`config.mk`:
```
export PLATFORM = sky130hd
export DESIGN_NAME = lot_occupancy
export DESIGN_NICKNAME = d
export VERILOG_FILES = /design/src/rtl/lotcnt_pkg.sv /design/src/rtl/lot_step_decode.sv /design/src/rtl/lot_count_reg.sv /design/src/rtl/lot_full_flag.sv /design/src/rtl/lot_occupancy.sv
export SDC_FILE = /design/constraint.sdc
export NUM_CORES = 1
export LEC_CHECK = 0
export CORE_AREA = 3 3 40 42
export DETAILED_ROUTE_END_ITERATION = 6
export DIE_AREA = 0 0 43 45
export MAX_ROUTING_LAYER = met4
export PLACE_DENSITY = 0.61
export SYNTH_ARGS = -nofsm -noshare
export SYNTH_HDL_FRONTEND = slang
export SYNTH_SLANG_ARGS = --single-unit
```
`constraint.sdc`:
```
create_clock -name clk -period 5.7 [get_ports clk]
set_clock_uncertainty 0.05 [all_clocks]
set_input_delay 1.425 -clock clk [delete_from_list [all_inputs] [get_ports clk]]
set_output_delay 1.425 -clock clk [all_outputs]
set_load 0.03 [all_outputs]
```
`src/rtl/lotcnt_pkg.sv`:
```
package lotcnt_pkg;

   typedef enum logic {
      MODE_GATED    = 1'b0,
      MODE_GATELESS = 1'b1
   } lot_mode_e;

   typedef enum logic [1:0] {
      STEP_HOLD = 2'd0,
      STEP_UP   = 2'd1,
      STEP_DOWN = 2'd2
   } step_e;

endpackage

```
`src/rtl/lot_step_decode.sv`:
```
module lot_step_decode
   import lotcnt_pkg::*;
#(
   parameter int CNT_W    = 4,
   parameter int CAPACITY = 6
) (
   input  lot_mode_e         mode_i,
   input  logic              enter_i,
   input  logic              leave_i,
   input  logic [CNT_W-1:0]  cnt_i,
   output step_e             step_o
);

   localparam logic [CNT_W-1:0] CAP_V = CNT_W'(CAPACITY);
   localparam logic [CNT_W-1:0] TOP_V = '1;

   logic at_ceiling;
   logic at_floor;

   always_comb begin
      if (mode_i == MODE_GATED) begin
         at_ceiling = (cnt_i >= CAP_V);
      end else begin
         at_ceiling = (cnt_i == TOP_V);
      end
      at_floor = (cnt_i == '0);
   end

   always_comb begin
      step_o = STEP_HOLD;
      if (enter_i && !leave_i && !at_ceiling) begin
         step_o = STEP_UP;
      end else if (leave_i && !enter_i && !at_floor) begin
         step_o = STEP_DOWN;
      end
   end

endmodule

```
`src/rtl/lot_count_reg.sv`:
```
module lot_count_reg
   import lotcnt_pkg::*;
#(
   parameter int CNT_W = 4
) (
   input  logic              clk,
   input  logic              rst,
   input  step_e             step_i,
   output logic [CNT_W-1:0]  cnt_q_o,
   output logic [CNT_W-1:0]  cnt_d_o
);

   localparam logic [CNT_W-1:0] ONE = CNT_W'(1);

   always_comb begin
      case (step_i)
         STEP_UP:   cnt_d_o = cnt_q_o + ONE;
         STEP_DOWN: cnt_d_o = cnt_q_o - ONE;
         default:   cnt_d_o = cnt_q_o;
      endcase
   end

   always_ff @(posedge clk) begin
      if (rst) begin
         cnt_q_o <= '0;
      end else begin
         cnt_q_o <= cnt_d_o;
      end
   end

   // an accepted step moves the register by exactly one
   p_step_up_r2: assert property (@(posedge clk) disable iff (rst)
      (step_i == STEP_UP) |=> (cnt_q_o == $past(cnt_q_o) + ONE));

   p_step_down_r2: assert property (@(posedge clk) disable iff (rst)
      (step_i == STEP_DOWN) |=> (cnt_q_o == $past(cnt_q_o) - ONE));

endmodule

```
`src/rtl/lot_full_flag.sv`:
```
module lot_full_flag
   import lotcnt_pkg::*;
#(
   parameter int CNT_W    = 4,
   parameter int CAPACITY = 6
) (
   input  logic              clk,
   input  logic              rst,
   input  lot_mode_e         mode_i,
   input  logic [CNT_W-1:0]  cnt_d_i,
   output logic              full_o
);

   localparam logic [CNT_W-1:0] CAP_V = CNT_W'(CAPACITY);

   logic full_d;

   always_comb begin
      if (mode_i == MODE_GATED) begin
         full_d = (cnt_d_i == CAP_V);
      end else if (cnt_d_i > CAP_V) begin
         full_d = 1'b1;
      end else if (cnt_d_i < CAP_V) begin
         full_d = 1'b0;
      end else begin
         full_d = full_o;
      end
   end

   always_ff @(posedge clk) begin
      if (rst) begin
         full_o <= 1'b0;
      end else begin
         full_o <= full_d;
      end
   end

endmodule

```
`src/rtl/lot_occupancy.sv`:
```
module lot_occupancy
   import lotcnt_pkg::*;
#(
   parameter int CAPACITY   = 6,
   parameter int EXTRA_BITS = 1,
   localparam int BASE_W    = $clog2(CAPACITY + 1),
   localparam int CNT_W     = BASE_W + EXTRA_BITS
) (
   input  logic              clk,
   input  logic              rst,
   input  logic              mode_i,
   input  logic              enter_i,
   input  logic              leave_i,
   output logic [CNT_W-1:0]  count_o,
   output logic              full_o
);

   localparam logic [CNT_W-1:0] CAP_V = CNT_W'(CAPACITY);
   localparam logic [CNT_W-1:0] TOP_V = '1;

   generate
      if (CAPACITY < 1) begin : g_bad_capacity
         $error("lot_occupancy: CAPACITY must be at least 1");
      end
      if (EXTRA_BITS < 1) begin : g_bad_headroom
         $error("lot_occupancy: EXTRA_BITS must be at least 1");
      end
   endgenerate

   lot_mode_e mode;
   step_e     step;
   logic [CNT_W-1:0] cnt_d;

   assign mode = lot_mode_e'(mode_i);

   lot_step_decode #(.CNT_W(CNT_W), .CAPACITY(CAPACITY)) u_decode (
      .mode_i  (mode),
      .enter_i (enter_i),
      .leave_i (leave_i),
      .cnt_i   (count_o),
      .step_o  (step)
   );

   lot_count_reg #(.CNT_W(CNT_W)) u_count (
      .clk     (clk),
      .rst     (rst),
      .step_i  (step),
      .cnt_q_o (count_o),
      .cnt_d_o (cnt_d)
   );

   lot_full_flag #(.CNT_W(CNT_W), .CAPACITY(CAPACITY)) u_full (
      .clk     (clk),
      .rst     (rst),
      .mode_i  (mode),
      .cnt_d_i (cnt_d),
      .full_o  (full_o)
   );

   // departures at an empty lot leave it empty
   p_floor_r3: assert property (@(posedge clk) disable iff (rst)
      (count_o == '0 && leave_i && !enter_i) |=> (count_o == '0));

   // gated count never passes capacity
   p_gated_cap_r4: assert property (@(posedge clk) disable iff (rst)
      (mode_i == 1'b0) |-> (count_o <= CAP_V));

   // gated FULL tracks the count register
   p_gated_full_r5: assert property (@(posedge clk) disable iff (rst)
      (mode_i == 1'b0) |-> (full_o == (count_o == CAP_V)));

   // gateless FULL lit above capacity
   p_gl_over_r7: assert property (@(posedge clk) disable iff (rst)
      (mode_i == 1'b1 && count_o > CAP_V) |-> full_o);

   // gateless FULL dark below capacity, held at capacity
   p_gl_under_r8: assert property (@(posedge clk) disable iff (rst)
      (mode_i == 1'b1 && count_o < CAP_V) |-> !full_o);

   p_gl_hold_r8: assert property (@(posedge clk) disable iff (rst)
      (mode_i == 1'b1 && count_o == CAP_V && $past(count_o) == CAP_V) |-> $stable(full_o));

   // simultaneous strobes cancel
   p_cancel_r9: assert property (@(posedge clk) disable iff (rst)
      (enter_i && leave_i) |=> ($stable(count_o) && $stable(full_o)));

   // gateless count saturates at the top of its range
   p_gl_top_r10: assert property (@(posedge clk) disable iff (rst)
      (mode_i == 1'b1 && count_o == TOP_V && enter_i && !leave_i) |=> (count_o == TOP_V));

endmodule

```
Yosys cells after proc, flatten, opt, wreduce, memory -nomap -nowiden. Index checks and enable logic that the tools add are counted.

Order comparisons: 3. Equality and inequality tests: 5. Muxes and demuxes: 7. Reductions and logical operators: 9. Add/subtract/negate cells: 2.

Operators with widths (count): 4-bit case mux with 2 select lines (1); 4-bit by 1-bit adder with 4-bit output (second input constant) (1); 4-bit by 3-bit == test with 1-bit output (second input constant) (1); 4-bit == test (second input constant) (1); 4-bit by 3-bit greater-or-equal comparator with 1-bit output (second input constant) (1); 4-bit by 3-bit greater-than comparator with 1-bit output (second input constant) (1); 1-bit logical AND (4); 1-bit logical NOT (4); 4-bit logical NOT (1); 4-bit by 3-bit < comparator with 1-bit output (second input constant) (1); 1-bit 2-to-1 mux (4); 2-bit 2-to-1 mux (2); 4-bit by 1-bit subtractor with 4-bit output (second input constant) (1); 3-bit by 1-bit != test with 1-bit output (second input constant) (1); 2-bit by 1-bit == test with 1-bit output (second input constant) (1); 2-bit == test (second input constant) (1).

Output and inout port bits: 5. Word-level logic and storage cells: 28. Register bits: 5. Bits of input ports: 5.

Longest topological paths before layout.
Depth after elaboration: 11. Mapped depth: 10. Depth with buffers taken out: 9.

Cells and area by module. From an unflattened synthesis, not the netlist that was laid out.

Cell total of the unflattened synthesis: 42. Area, all modules: 387.9 um^2.

Modules (own cells, without submodules): lot_count_reg (times used 1, seq. area each 80.1 um^2, cells each 31, area each 300.3 um^2); lot_full_flag (times used 1, seq. area each 20.0 um^2, cells each 5, area each 50.0 um^2); lot_step_decode (times used 1, seq. area each 0.0 um^2, cells each 6, area each 37.5 um^2).

Worst setup path after synthesis. No wires, ideal clock.

Path kind: input to register. Start: input port enter_i. End: register u_full.full_o. Setup time: 0.086 ns. Path slack: 2.482 ns. Path buffers: 1. Required time: 5.564 ns. Stages: 10. Arrival time: 3.082 ns. Path through: nand2b_1 or2_1 buf_6 inv_2 ha_1 a21oi_1 a21boi_0 mux2i_1 nand4_1 a221oi_2.

Cells in the longest elaborated chain, start to end: 10. Elaborated cells on any way between the ends: 16. Classes of those cells: 2 x order compare; 4 x eq/ne; 5 x mux; 5 x reduce/logical.

RTL lines: start: declaration (line lot_occupancy.sv:12) `input logic enter_i,`; 1-bit logical NOT (line lot_step_decode.sv:33) `end else if (leave_i && !enter_i && !at_floor) begin`; 1-bit logical AND (2 in a row) (line lot_step_decode.sv:33); 2-bit 2-to-1 mux (line lot_step_decode.sv:33); 2-bit 2-to-1 mux * (line lot_step_decode.sv:31) `if (enter_i && !leave_i && !at_ceiling) begin`; 2-bit == test / 2-bit by 1-bit == test with 1-bit output (equally long branches) (line lot_count_reg.sv:16) `case (step_i)`; 4-bit case mux with 2 select lines * (line lot_count_reg.sv:16); 4-bit by 3-bit greater-than comparator with 1-bit output (line lot_full_flag.sv:21) `end else if (cnt_d_i > CAP_V) begin`; 1-bit 2-to-1 mux (line lot_full_flag.sv:21); 1-bit 2-to-1 mux (line lot_full_flag.sv:19) `if (mode_i == MODE_GATED) begin`; end signal: assignment (line lot_full_flag.sv:34) `full_o <= full_d;`; end: declaration (line lot_full_flag.sv:11) `output logic full_o`.

Mark *: on every way between the ends. The rest lies on a longest branch, timed or not. A chain may end at the register's enable or synchronous reset.

Worst setup path in the final report. Ends and elaborated chain as after synthesis.

==> impl_metrics.csv <==
group,metric,value,unit
run_status,status,"completed",
clock_tree,clk_latency,230,ps
min_path,hold_depth,2,
global_routing,top_usage_layer,"met2",
setup_path,critPathKind,"in -> reg",
timing,setup_ws,2020,ps
logic_synthesis,syn_area,434,um2
placed_design,hpwl,743,um
logic_synthesis,synth.distinct_cells,31,
timing,fin_crit_sh,64.5,%
placed_design,place_ws,1840,ps
setup_path,critPathRequiredTime,5800,ps
setup_path,crit_buf_inv,2,
detailed_routing,routed_wl,934,um
clock_tree,postCtsSetupBuffers,0,
global_routing,grt_use_total,10.8,%
floorplan,fp.dieArea,1940,um2
detailed_routing,drc_errors,0,
setup_path,max_stage_delay,410,ps
global_routing,gr-usage-met3,2.79,%
timing,slew_headroom,72.8,%
logic_synthesis,yosys_warnings,0,
clock_tree,cts.sinks,5,
logic_synthesis,yosysSeqAreaShare,23.1,%
timing,hold_viol,0,
global_routing,grt_pass1_wl,1550,um
setup_path,crit_end,"u_full.full_o",
setup_path,r2r_setup_slack,3090,ps
logic_synthesis,synthFlopType,"dfxtp_1",
power_and_ir_drop,p_seq_share,32.8,%
logic_synthesis,synthCells,49,
clock_tree,clk_pin_slew,40,ps
global_routing,grt_pass1_vias,386,
detailed_routing,first_pass_iters,4,
timing,rsz0062_at_grt,"no",
logic_synthesis,synthesis.nets,57,
detailed_routing,ant_nets,0,
clock_tree,cts_tree,"done",
timing,setup_tns,0,ps
setup_path,rr_worst_depth,9,
timing,max_freq,272,MHz
logic_synthesis,syn_area_per_cell,8.86,um2
setup_path,rr_endpoint,"u_full.full_o",
setup_path,path_depth,10,
floorplan,die_height,45,um
final_layout,area_delta_synth_final,28.5,%
setup_path,crit_fanout,7,
global_routing,grt_util_met2,17.4,%
detailed_routing,vias,405,
clock_tree,htree_levels,1,
final_layout,n_fill_cell,139,
setup_path,cp_slowest_cell,"clkdlybuf4s50_1",
logic_synthesis,ys_async_sr_fraction,0,%
setup_path,path_delay_family,"compound AO/OA/AOI/OAI gates",
global_routing,grt_remaining_overflow,0,
final_layout,antenna_cells,0,
final_layout,drive_gt1_share,14.8,%
floorplan,core,1280,um2
final_layout,fin_nets,70,
logic_synthesis,synth_edf_count,0,
power_and_ir_drop,power.switching,0.0000516,W
setup_path,startpoint,"enter_i",
detailed_routing,via_per_inst,5.33,
clock_tree,cts_root_buf,"clkbuf_4",
floorplan,ios,10,
placed_design,io_buffers,9,
power_and_ir_drop,power_leakage,0.243,nW
clock_tree,cts_buffers,3,
min_path,min_path_type,"reg -> reg",
timing,drv_slew,0,
power_and_ir_drop,vdd_drop_max,0.000121,V
setup_path,timing.rr.start,"u_count.cnt_q_o[0]",
setup_path,path_cells,"clkdlybuf4s50_1, nand2b_1, or2_1, inv_2, ha_1, a21oi_1, a21boi_0, mux2i_1, nand4_1, a221oi_2",
clock_tree,clk_path_buf_depth,2,
detailed_routing,wl_per_cell,12.3,um
global_routing,use_met1,13.0,%
clock_tree,hold_buffers,0,
final_layout,final_common_cell,"clkdlybuf4s50_1",
power_and_ir_drop,power.internal,0.0000923,W
power_and_ir_drop,comb_power_share,40.4,%
placed_design,gp_congestion,0.850,
power_and_ir_drop,switching_share,35.9,%
floorplan,start_util,33.8,%
setup_path,end_kind,"flop",
final_layout,final_cell_mix,"clkdlybuf4s50_1, a21oi_1, dfxtp_1",
timing,tightest_slew,407,ps
timing,setup_viol,0,
floorplan,num_rows,13,
timing,min_period,3680,ps
clock_tree,cts_resized,0,
setup_path,critPathArrivalTime,3780,ps
global_routing,antenna_found_initial,0,
setup_path,critPathLaunchType,"primary input",
floorplan,die_w,43,um
power_and_ir_drop,pwr-share-clk,26.8,%
flow_run,cap_violations,0,
detailed_routing,drtIter0Drc,4,
global_routing,grt_start_max_net_pins,10,
power_and_ir_drop,p_per_area,258,nW/um2
logic_synthesis,ys_ff_latch,5,
## worst register-to-register path: stages, from the launching register on
cell	delay (ps)
dfxtp_1	410
nor4_1	330
or2_1	290
inv_2	100
ha_1	320
a21oi_1	320
a21boi_0	150
mux2i_1	200
nand4_1	140
a221oi_2	220
## power groups by stage
| stage | sequential, W | clock [W] | combinational [W] |
|---|---|---|---|
| 3_3_place_gp | 0.0000481 | 0 | 0.0000579 |
| 3_5_place_dp | 0.0000480 | 0 | 0.0000583 |
| 4_1_cts | 0.0000473 | 0.0000410 | 0.0000587 |
| 5_1_grt | 0.0000484 | 0.0000441 | 0.0000629 |
| 6_report | 0.0000472 | 0.0000385 | 0.0000582 |
| 2_1_floorplan | 0.0000550 | 0 | 0.0000332 |
## per-layer routing
layer | wire length [um] | vias to the layer above
met5 | 0 | -
met4 | 0 | 0
met3 | 46 | 0
met2 | 438 | 10
met1 | 449 | 188
li1 | - | 207
## worst min-delay path by stage
stage | from | end | slack (ps)
final | u_count.cnt_q_o[2] | u_count.cnt_q_o[2] | 500
after global routing | u_count.cnt_q_o[2] | u_count.cnt_q_o[2] | 520
after CTS | u_count.cnt_q_o[2] | u_count.cnt_q_o[2] | 500
after detailed placement | u_count.cnt_q_o[2] | u_count.cnt_q_o[2] | 500
after global placement | u_count.cnt_q_o[2] | u_count.cnt_q_o[2] | 510
after floorplan | u_count.cnt_q_o[1] | u_count.cnt_q_o[1] | 590
## synthesized netlist by cell type (all sizes together) (2+ instances only)
cell type	instances	area (um2)
nand4	2	12.5
nand2	3	11.3
ha	2	25.0
and3	2	13.8
nand2b	2	12.5
nor2	4	15.0
nand3	2	10.0
nor4	2	27.5
a21oi	5	25.0
dfxtp	5	100
nor3	2	10.0
inv	2	7.50
## cell families (layout without fill, tap and decap cells)
group,after synthesis,count (layout),synth area share [%]
AOI/OAI and AO/OA,12,12,23.1
xor gates and xnor gates,1,1,2.02
adders and majority gates,3,3,10.4
buffers and inverters,3,15,4.32
DFF,5,5,23.1
muxes,1,1,2.31
and+or+nand+nor,24,24,34.9
## stage by stage
step	instance area (um2)	utilization (%)	hold WS, ps	std cells	total power, W
after global routing	558	43.4	520	76	0.000155
after global placement	532	41.4	506	72	0.000106
final	558	43.4	504	76	0.000144
after CTS	558	43.4	503	76	0.000147
after floorplan	434	-	595	49	0.0000882
after detailed placement	532	41.4	499	72	0.000106
## state kept, by name, summed over array words and instances, names as in the netlist
register / count
u_full.full_o: 1
u_count.cnt_q_o: 4
## final cells by class
class	count	area, um2	area share (%)
repair buffers	9	90.1	16.1
flip-flops and latches	5	100	17.9
clock buffers	4	26.3	4.71
multi-input cells	41	315	56.5
inverters	2	7.51	1.35
well taps	15	18.8	3.36
Note: power is estimated with default switching activity, not from simulation.
